--- src/rtl/mframe_pkg.sv ---
`timescale 1ns/1ps
package mframe_pkg;

  localparam int CODE_W    = 6;
  localparam int MIN_WORDS = 4;   // sync + scrambler + skip + diag

  localparam logic [CODE_W-1:0] CODE_SYNC  = 6'h1E;
  localparam logic [CODE_W-1:0] CODE_SCRAM = 6'h0A;
  localparam logic [CODE_W-1:0] CODE_SKIP  = 6'h03;
  localparam logic [CODE_W-1:0] CODE_DIAG  = 6'h19;

  localparam int STAT_LSB = 32;

  typedef enum logic [2:0] {
    SL_SYNC,
    SL_SCRAM,
    SL_SKIP,
    SL_PAYLOAD,
    SL_DIAG
  } slot_e;

endpackage

--- src/rtl/mframe_seq.sv ---
`timescale 1ns/1ps
module mframe_seq
  import mframe_pkg::*;
#(
  parameter int LEN_W   = 14,
  parameter int MAX_LEN = 8192
) (
  input  logic             clk_i,
  input  logic             rst_ni,
  input  logic [LEN_W-1:0] cfg_len_i,
  output slot_e            slot_o,
  output logic             sof_o
);

  localparam logic [LEN_W-1:0] LAST_MIN = LEN_W'(MIN_WORDS - 1);
  localparam logic [LEN_W-1:0] LAST_MAX = LEN_W'(MAX_LEN - 1);

  logic [LEN_W-1:0] pos_q, pos_d;
  logic [LEN_W-1:0] last_q, last_d;
  logic [LEN_W-1:0] last_cfg;

  // clamp configured length into [MIN_WORDS, MAX_LEN], expressed as last index
  always_comb begin
    if (int'(cfg_len_i) < MIN_WORDS)     last_cfg = LAST_MIN;
    else if (int'(cfg_len_i) > MAX_LEN)  last_cfg = LAST_MAX;
    else                                 last_cfg = cfg_len_i - LEN_W'(1);
  end

  assign sof_o = (pos_q == '0);

  always_comb begin
    last_d = sof_o ? last_cfg : last_q;
    if (sof_o)                pos_d = LEN_W'(1);
    else if (pos_q == last_q) pos_d = '0;
    else                      pos_d = pos_q + LEN_W'(1);
  end

  always_ff @(posedge clk_i or negedge rst_ni) begin
    if (!rst_ni) begin
      pos_q  <= '0;
      last_q <= LAST_MIN;
    end else begin
      pos_q  <= pos_d;
      last_q <= last_d;
    end
  end

  // last_q only valid from position 1; positions 0..2 are fixed framing
  always_comb begin
    unique case (pos_q)
      LEN_W'(0): slot_o = SL_SYNC;
      LEN_W'(1): slot_o = SL_SCRAM;
      LEN_W'(2): slot_o = SL_SKIP;
      default:   slot_o = (pos_q == last_q) ? SL_DIAG : SL_PAYLOAD;
    endcase
  end

  AST_LAST_IN_RANGE: assert property (@(posedge clk_i) disable iff (!rst_ni)
    (last_q >= LAST_MIN) && (last_q <= LAST_MAX));

  AST_POS_BOUND: assert property (@(posedge clk_i) disable iff (!rst_ni)
    pos_q <= last_q);

  AST_LEN_HELD: assert property (@(posedge clk_i) disable iff (!rst_ni)
    !sof_o |=> $stable(last_q));

  AST_WRAP_TO_SOF: assert property (@(posedge clk_i) disable iff (!rst_ni)
    (slot_o == SL_DIAG) |=> sof_o);

endmodule

--- src/rtl/mframe_gate.sv ---
`timescale 1ns/1ps
module mframe_gate
  import mframe_pkg::*;
(
  input  logic  clk_i,
  input  logic  rst_ni,
  input  slot_e slot_i,
  input  logic  sof_i,
  input  logic  burst_en_i,
  input  logic  fifo_empty_i,
  output logic  fifo_rd_o,
  output logic  fill_skip_o
);

  logic burst_q;
  logic payload;

  always_ff @(posedge clk_i or negedge rst_ni) begin
    if (!rst_ni)    burst_q <= 1'b0;
    else if (sof_i) burst_q <= burst_en_i;
  end

  assign payload     = (slot_i == SL_PAYLOAD);
  assign fifo_rd_o   = payload && burst_q && !fifo_empty_i;
  assign fill_skip_o = payload && !fifo_rd_o;

  AST_BURST_HELD: assert property (@(posedge clk_i) disable iff (!rst_ni)
    !sof_i |=> $stable(burst_q));

  AST_NO_RD_OFF: assert property (@(posedge clk_i) disable iff (!rst_ni)
    (!burst_q && !sof_i) |-> !fifo_rd_o);

  AST_NO_RD_EMPTY: assert property (@(posedge clk_i) disable iff (!rst_ni)
    fifo_empty_i |-> !fifo_rd_o);

  AST_RD_ONLY_PAYLOAD: assert property (@(posedge clk_i) disable iff (!rst_ni)
    (slot_i != SL_PAYLOAD) |-> !fifo_rd_o);

endmodule

--- src/rtl/mframe_fmt.sv ---
`timescale 1ns/1ps
module mframe_fmt
  import mframe_pkg::*;
#(
  parameter int DATA_W = 64
) (
  input  logic              clk_i,
  input  logic              rst_ni,
  input  slot_e             slot_i,
  input  logic              sof_i,
  input  logic              fill_skip_i,
  input  logic [1:0]        lane_stat_i,
  input  logic [DATA_W-1:0] fifo_data_i,
  output logic [DATA_W-1:0] word_o,
  output logic              word_ctrl_o,
  output logic              frame_start_o
);

  localparam int BODY_W = DATA_W - CODE_W;

  logic [1:0]        stat_q;
  logic [DATA_W-1:0] word_d;
  logic              ctrl_d;
  logic [BODY_W-1:0] diag_body;

  always_ff @(posedge clk_i or negedge rst_ni) begin
    if (!rst_ni)    stat_q <= 2'b00;
    else if (sof_i) stat_q <= lane_stat_i;
  end

  // low 32 bits reserved for CRC; left zero here
  always_comb begin
    diag_body = '0;
    diag_body[STAT_LSB +: 2] = stat_q;
  end

  always_comb begin
    ctrl_d = 1'b1;
    unique case (slot_i)
      SL_SYNC:  word_d = {CODE_SYNC,  BODY_W'(0)};
      SL_SCRAM: word_d = {CODE_SCRAM, BODY_W'(0)};
      SL_SKIP:  word_d = {CODE_SKIP,  BODY_W'(0)};
      SL_DIAG:  word_d = {CODE_DIAG,  diag_body};
      default: begin
        if (fill_skip_i) begin
          word_d = {CODE_SKIP, BODY_W'(0)};
        end else begin
          word_d = fifo_data_i;
          ctrl_d = 1'b0;
        end
      end
    endcase
  end

  always_ff @(posedge clk_i or negedge rst_ni) begin
    if (!rst_ni) begin
      word_o        <= '0;
      word_ctrl_o   <= 1'b0;
      frame_start_o <= 1'b0;
    end else begin
      word_o        <= word_d;
      word_ctrl_o   <= ctrl_d;
      frame_start_o <= sof_i;
    end
  end

  AST_FS_ON_SYNC: assert property (@(posedge clk_i) disable iff (!rst_ni)
    frame_start_o |-> (word_ctrl_o && word_o[DATA_W-1 -: CODE_W] == CODE_SYNC));

  AST_FS_SINGLE: assert property (@(posedge clk_i) disable iff (!rst_ni)
    frame_start_o |=> !frame_start_o);

  AST_STAT_HELD: assert property (@(posedge clk_i) disable iff (!rst_ni)
    !sof_i |=> $stable(stat_q));

endmodule

--- src/rtl/mframe_gen.sv ---
`timescale 1ns/1ps
module mframe_gen
  import mframe_pkg::*;
#(
  parameter int DATA_W  = 64,
  parameter int LEN_W   = 14,
  parameter int MAX_LEN = 8192
) (
  input  logic              clk_i,
  input  logic              rst_ni,
  input  logic [LEN_W-1:0]  cfg_len_i,
  input  logic              burst_en_i,
  input  logic [1:0]        lane_stat_i,
  input  logic              fifo_empty_i,
  input  logic [DATA_W-1:0] fifo_data_i,
  output logic              fifo_rd_o,
  output logic [DATA_W-1:0] word_o,
  output logic              word_ctrl_o,
  output logic              frame_start_o
);

  initial begin
    assert (DATA_W >= STAT_LSB + 2 + CODE_W) else $error("DATA_W too small");
    assert (MAX_LEN >= MIN_WORDS && MAX_LEN <= (1 << LEN_W)) else $error("MAX_LEN out of range");
  end

  slot_e slot;
  logic  sof;
  logic  fill_skip;

  mframe_seq #(
    .LEN_W   (LEN_W),
    .MAX_LEN (MAX_LEN)
  ) u_seq (
    .clk_i     (clk_i),
    .rst_ni    (rst_ni),
    .cfg_len_i (cfg_len_i),
    .slot_o    (slot),
    .sof_o     (sof)
  );

  mframe_gate u_gate (
    .clk_i        (clk_i),
    .rst_ni       (rst_ni),
    .slot_i       (slot),
    .sof_i        (sof),
    .burst_en_i   (burst_en_i),
    .fifo_empty_i (fifo_empty_i),
    .fifo_rd_o    (fifo_rd_o),
    .fill_skip_o  (fill_skip)
  );

  mframe_fmt #(
    .DATA_W (DATA_W)
  ) u_fmt (
    .clk_i         (clk_i),
    .rst_ni        (rst_ni),
    .slot_i        (slot),
    .sof_i         (sof),
    .fill_skip_i   (fill_skip),
    .lane_stat_i   (lane_stat_i),
    .fifo_data_i   (fifo_data_i),
    .word_o        (word_o),
    .word_ctrl_o   (word_ctrl_o),
    .frame_start_o (frame_start_o)
  );

  AST_RD_GIVES_DATA: assert property (@(posedge clk_i) disable iff (!rst_ni)
    fifo_rd_o |=> !word_ctrl_o);

  AST_RD_DATA_MATCH: assert property (@(posedge clk_i) disable iff (!rst_ni)
    fifo_rd_o |=> (word_o == $past(fifo_data_i)));

endmodule

--- config.mk ---
export PLATFORM = sky130hd
export DESIGN_NAME = mframe_gen
export DESIGN_NICKNAME = d
export VERILOG_FILES = /design/src/rtl/mframe_pkg.sv /design/src/rtl/mframe_seq.sv /design/src/rtl/mframe_gate.sv /design/src/rtl/mframe_fmt.sv /design/src/rtl/mframe_gen.sv
export SDC_FILE = /design/constraint.sdc
export NUM_CORES = 1
export LEC_CHECK = 0
export ABC_AREA = 1
export BUFFER_PORTS_ARGS = -buffer_cell sky130_fd_sc_hd__buf_2
export CAP_MARGIN = 30
export CELL_PAD_IN_SITES_DETAIL_PLACEMENT = 1
export CELL_PAD_IN_SITES_GLOBAL_PLACEMENT = 2
export CORE_ASPECT_RATIO = 0.7
export CORE_MARGIN = 2
export CORE_UTILIZATION = 28
export DETAILED_ROUTE_END_ITERATION = 10
export HOLD_SLACK_MARGIN = 0.06
export PLACE_DENSITY = 0.81
export REMOVE_ABC_BUFFERS = 1
export SLEW_MARGIN = 20
export SYNTH_ARGS = -nofsm -noshare
export SYNTH_HDL_FRONTEND = slang
export SYNTH_HIERARCHICAL = 1
export SYNTH_SLANG_ARGS = --single-unit
--- constraint.sdc ---
create_clock -name clk_i -period 2.4 [get_ports clk_i]
set_clock_uncertainty 0.15 [all_clocks]
set_input_delay 0.36 -clock clk_i [delete_from_list [all_inputs] [get_ports clk_i]]
set_output_delay 0.36 -clock clk_i [all_outputs]
set_load 0.005 [all_outputs]
After elaboration in Yosys (flattened, before gate mapping) --
Index checks and enable logic that the tools add are counted. W data, S select, Z words.
Word-level totals: bits in registers 97, bits in latches 0, memory bits (writable) 0, bits in read-only memories 0, bits of input ports 84, memories 0
Operators by class: add/sub/neg operators 2, multipliers 0, divide/modulo/power cells 0, order comparisons 2, equal/unequal tests 7, shifts and indexed selects 0, multiplexer cells 10, bitwise gates (word level) 0, reduce and logical (&&, ||, !) cells 8
Operators by type and width (number):
- $pmux W64 S4 | 1
- $mux W64 | 1
- $mux W14 | 4
- $add A14 B1 Y14 const B | 1
- $eq A14 B1 Y1 const B | 1
- $eq A14 B14 Y1 | 1
- $eq A14 B2 Y1 const B | 1
- $gt A14 B14 Y1 const B | 1
- $logic_not A14 Y1 | 1
- $lt A14 B3 Y1 const B | 1
- $sub A14 B1 Y14 const B | 1
- $pmux W3 S3 | 1
- $eq A3 B2 Y1 const B | 2
- $reduce_or A4 Y1 | 1
- $eq A3 B1 Y1 const B | 1
- $eq A3 B3 Y1 const B | 1
- $logic_and A1 B1 Y1 | 3
- $logic_not A3 Y1 | 1
- $mux W3 | 1
- $logic_not A1 Y1 | 2
- $mux W1 | 2

Depth between registers and ports, before layout --
word-level depth 10, gate-level depth with buffers 17

Cells and area by module --
The synthesis kept the hierarchy.
Modules (own cells, without submodules):
- mframe_fmt | times used 1, cells an instance 218, area each 2394.8 um2
- mframe_seq | times used 1, cells an instance 328, area each 2067.0 um2
- mframe_gate | times used 1, cells an instance 11, area each 68.8 um2

Least setup slack after synthesis --
Ideal clock, no wire load.
path type flip-flop to flip-flop, from register u_seq.pos_q[0], to register u_fmt.word_o[10], library setup time 0.115 ns, data arrival time 1.994 ns, setup slack 0.141 ns, stages on the path, launching flop included 17, path buffers 2, cells stage by stage dfrtp_1 > inv_1 > ha_1 > nand2_1 > nor2_1 > nand2_1 > nand2_1 > nor2_1 > nand2_1 > nand2_1 > nand3_1 > nor2_1 > nor2_4 > nand2_2 > buf_6 > buf_8 > nor2_2
Between the ends: cells in the longest elaborated chain, start to end 10, elaborated cells on any way between the ends 17
RTL lines:
- start: declaration | line mframe_seq.sv:18 | logic [LEN_W-1:0] pos_q, pos_d;
- start signal: assignment | line mframe_seq.sv:43 | pos_q <= pos_d;
- $eq A14 B14 Y1 | line mframe_seq.sv:54 | default: slot_o = (pos_q == last_q) ? SL_DIAG : SL_PAYLOAD;
- $mux W3 | line mframe_seq.sv:54
- $pmux W3 S3 (*) | line mframe_seq.sv:50 | unique case (pos_q)
- named net slot[0] | line mframe_gen.sv:27 | slot_e slot;
- $eq A3 B2 Y1 (*) | line mframe_gate.sv:23 | assign payload = (slot_i == SL_PAYLOAD);
- $logic_and A1 B1 Y1 (2 in a row) | line mframe_gate.sv:24 | assign fifo_rd_o = payload && burst_q && !fifo_empty_i;
- $logic_not A1 Y1 | line mframe_gate.sv:25 | assign fill_skip_o = payload && !fifo_rd_o;
- $logic_and A1 B1 Y1 (*) | line mframe_gate.sv:25
- named net fill_skip | line mframe_gen.sv:29 | logic fill_skip;
- $mux W64 (*) | line mframe_fmt.sv:45 | if (fill_skip_i) begin
- $pmux W64 S4 (*) | line mframe_fmt.sv:39 | unique case (slot_i)
- named net u_fmt.word_d[10] | line mframe_fmt.sv:22 | logic [DATA_W-1:0] word_d;
- end signal: assignment | line mframe_fmt.sv:61 | word_o <= word_d;
- end: declaration | line mframe_fmt.sv:14 | output logic [DATA_W-1:0] word_o,
The timed path passes the listed nets; every way through them passes the cells marked *. A chain may end at the register's enable or synchronous reset.

Worst setup path after layout --
from register u_seq.pos_q[1], to register u_fmt.word_o[42]
Same word-level chain as after synthesis.

==> metrics <==
drt wl/cell=16.1 um; syn avg cell area=8.13 um^2; GRT Total Usage=16.6%; Pins Over Slew Limit=0; Setup WS pre-CTS=-0.103 ns; Hold Crit Endpoint=u_fmt/word_o[44]$_DFF_PN0_; Initial DRC Count=179; initial antenna violation count=0; FF-to-FF path depth=18; IO Port Bufs=150; clock buffer depth=2; DRC violations left=0; final worst slack=-0.216 ns; number of global-route vias before repair=4343; Setup CP Type=flip-flop to flip-flop; Mapped Cells=557; Max rail drop VDD=0.000296 V; final instance area=6680 um^2; Rows=38; worst-path fanout max=9; Tcrit/Tclk final=109%; status=finished with violations; Pwr Density=538 nW/um^2; Max H-tree Level=3; initial core utilization=29.0%; DIE WIDTH=156 um; vias=4191; CP Launch Type=flip-flop; CTS root buf=clkbuf_16; WHS=0.0734 ns; Max Freq=0.382 GHz; clk sink count=97; Std-Cell Core Area=15600 um^2; area post-placement=5640 um^2; Hold Crit Class=primary input to flip-flop; chip height=110 um; Seq/Total Area, Yosys=53.6%; Final HPWL DP=10600 um; Final Net Count=844; leading cell type in the layout, fill and taps excluded=buf_2; number of clock buffers inserted by TritonCTS=9; WHS Path Cells=3; io pins=151; Syn. warnings=6; share of layout cells above drive strength 1=44.0%; Netlist cell types=28; GP Congestion=0.775; CP required=2.53 ns; worst path arrival time=2.74 ns; antenna viol nets, final=0; ANT cells=0; Hold Crit Start=fifo_data_i[44]; Hold Vio Cnt, Final=0; r2r startpoint=u_seq/pos_q[1]$_DFF_PN0_; largest net degree at the start of global routing=46; Rel. slew slack=58.3%; clk slew on worst S/H paths=0.08 ns; total die area=17200 um^2; Area Growth Syn to Fin=47.5%; clock latency on the worst-skew pair=0.35 ns; Final min period=2.62 ns; Post-Syn Area=4530 um^2; CTS tree=yes; RSZ-0062 raised after global routing=true; flops & latches, synth=97; most frequent cells in the layout=149 x buf_2, 134 x nand2_1, 97 x inv_1, 90 x dfrtp_1, 43 x nor2_1; Reg-to-Reg End=u_fmt/word_o[42]$_DFF_PN0_; number of max-cap violations=0; first-pass GRT wire length=22500 um; R2R setup slack=-0.22 ns; Via density=4.37; Routed WL=15400 um; Setup-failing EPs final=60; Power, Total=3600 uW; CP Capture Type=flip-flop; grt ovf=0; TritonRoute pass-1 iters=4; failing checks=setup timing; leakage=0.00375 uW; Worst-Margin Slew=0.625 ns
-- power by group --
group	switching [uW]	total [uW]	internal, uW
Sequential	25.1	1720	1690
Clock	693	1450	755
Combinational	243	431	188
-- cell usage after synthesis --
| cell | number | share of area (%) |
|---|---|---|
| nand3_1 | 28 | 3.1 |
| nand4_1 | 4 | 0.55 |
| inv_2 | 7 | 0.58 |
| buf_2 | 4 | 0.44 |
| buf_6 | 2 | 0.50 |
| nor2_2 | 27 | 3.7 |
| xnor2_1 | 3 | 0.58 |
| nor3_1 | 4 | 0.44 |
| o21ai_2 | 1 | 0.19 |
| xor2_1 | 12 | 2.3 |
| buf_4 | 2 | 0.33 |
| ha_1 | 6 | 1.7 |
| dfrtp_1 | 95 | 52 |
| buf_8 | 2 | 0.66 |
| a21oi_1 | 3 | 0.33 |
| nand2_2 | 2 | 0.28 |
| nor3_2 | 1 | 0.22 |
| nor2_4 | 2 | 0.50 |
| nand2_1 | 142 | 12 |
| o21ai_0 | 4 | 0.44 |
| nor2_1 | 94 | 7.8 |
| mux2_2 | 2 | 0.50 |
| or2_2 | 4 | 0.55 |
| inv_1 | 101 | 8.4 |
| dfstp_2 | 2 | 1.2 |
| nand3b_1 | 1 | 0.17 |
| nand3_2 | 1 | 0.22 |
| o21bai_1 | 1 | 0.17 |
-- final cells by class --
cell class / count / area (um^2)
clock buffers: 10 / 239
clock inverters: 6 / 55.1
well taps: 200 / 250
flip-flops and latches: 97 / 2440
fillers: 1875 / 8960
inverters: 108 / 405
repair buffers: 196 / 1270
multi-input cells: 342 / 2030
-- per-layer routing --
metal / up-vias / global-route usage [%] / part of all wire (%)
met5: - / 0 / 0
met4: 0 / 4.04 / 1.8
met3: 24 / 2.75 / 2.7
met2: 65 / 29.1 / 51
met1: 2075 / 21.4 / 45
li1: 2027 / - / -
-- worst max-delay path, cell delays in order (launching register included) --
cell and delay [ns]:
dfrtp_1 0.43, inv_2 0.12, ha_4 0.18, nand2_1 0.06
nor2_1 0.04, nand2_1 0.09, nand2_2 0.08, nor2_4 0.15
inv_2 0.07, nor2_4 0.13, inv_2 0.06, nand3_4 0.08
buf_4 0.11, buf_6 0.09, nor2_4 0.04, nor2_4 0.17
nand2_8 0.16, clkbuf_16 0.22, nor2_2 0.11
-- how the worst max path moves through the flow --
stage | end | cells past startpoint | startpoint | slack [ns]
2_1_floorplan | u_fmt/word_o[0]$_DFF_PN0_ | 14 | u_seq/pos_q[0]$_DFF_PN0_ | -0.26
3_3_place_gp | u_fmt/word_o[24]$_DFF_PN0_ | 15 | u_seq/pos_q[1]$_DFF_PN0_ | 0.10
3_5_place_dp | u_fmt/word_o[35]$_DFF_PN0_ | 15 | u_seq/pos_q[0]$_DFF_PN0_ | -0.10
4_1_cts | fifo_rd_o | 13 | u_seq/last_q[1]$_DFFE_PN1N_ | -0.17
5_1_grt | u_fmt/word_o[42]$_DFF_PN0_ | 18 | u_seq/pos_q[1]$_DFF_PN0_ | -0.33
6_report | u_fmt/word_o[42]$_DFF_PN0_ | 18 | u_seq/pos_q[1]$_DFF_PN0_ | -0.22
-- flip-flops by register name, summed over array words and instances, names as in the netlist --
register and count:
u_fmt/frame_start_o 1, u_fmt/stat_q 2, u_fmt/word_ctrl_o 1, u_fmt/word_o 64, u_gate/burst_q 1, u_seq/last_q 14, u_seq/pos_q 14
-- cell families (layout without fill, tap and decap cells) --
group	Yosys count	in the layout	share of synthesized area, %
buffers and inverters	118	320	10.9
XOR/XNOR	15	15	2.90
multiplexers	2	2	0.497
adder cells (fa/ha/maj)	6	6	1.66
AO/OA/AOI/OAI	9	9	1.13
AND/OR/NAND/NOR	310	310	29.3
flip-flops	97	97	53.6
-- through the flow --
step                util [%]  TNS (ns)  std cells
CTS                     38.9    -0.169        942
global placement        36.0         0        919
floorplan                  -    -14.32        547
detailed placement      36.0     -3.52        919
finish                  42.7     -9.87        959
global route            42.7    -16.20        959
-- timing repair --
item                                    in CTS  in global routing
setup buffers                                4                 12
hold buffers                                 2                  0
gates cloned                                 1                  6
endpoints found under the setup margin      59                 65
pin swaps                                    7                 18
resized for setup                           25                105
hold endpoints to repair                    41                  0
Note: power is estimated with default switching activity, not from simulation.
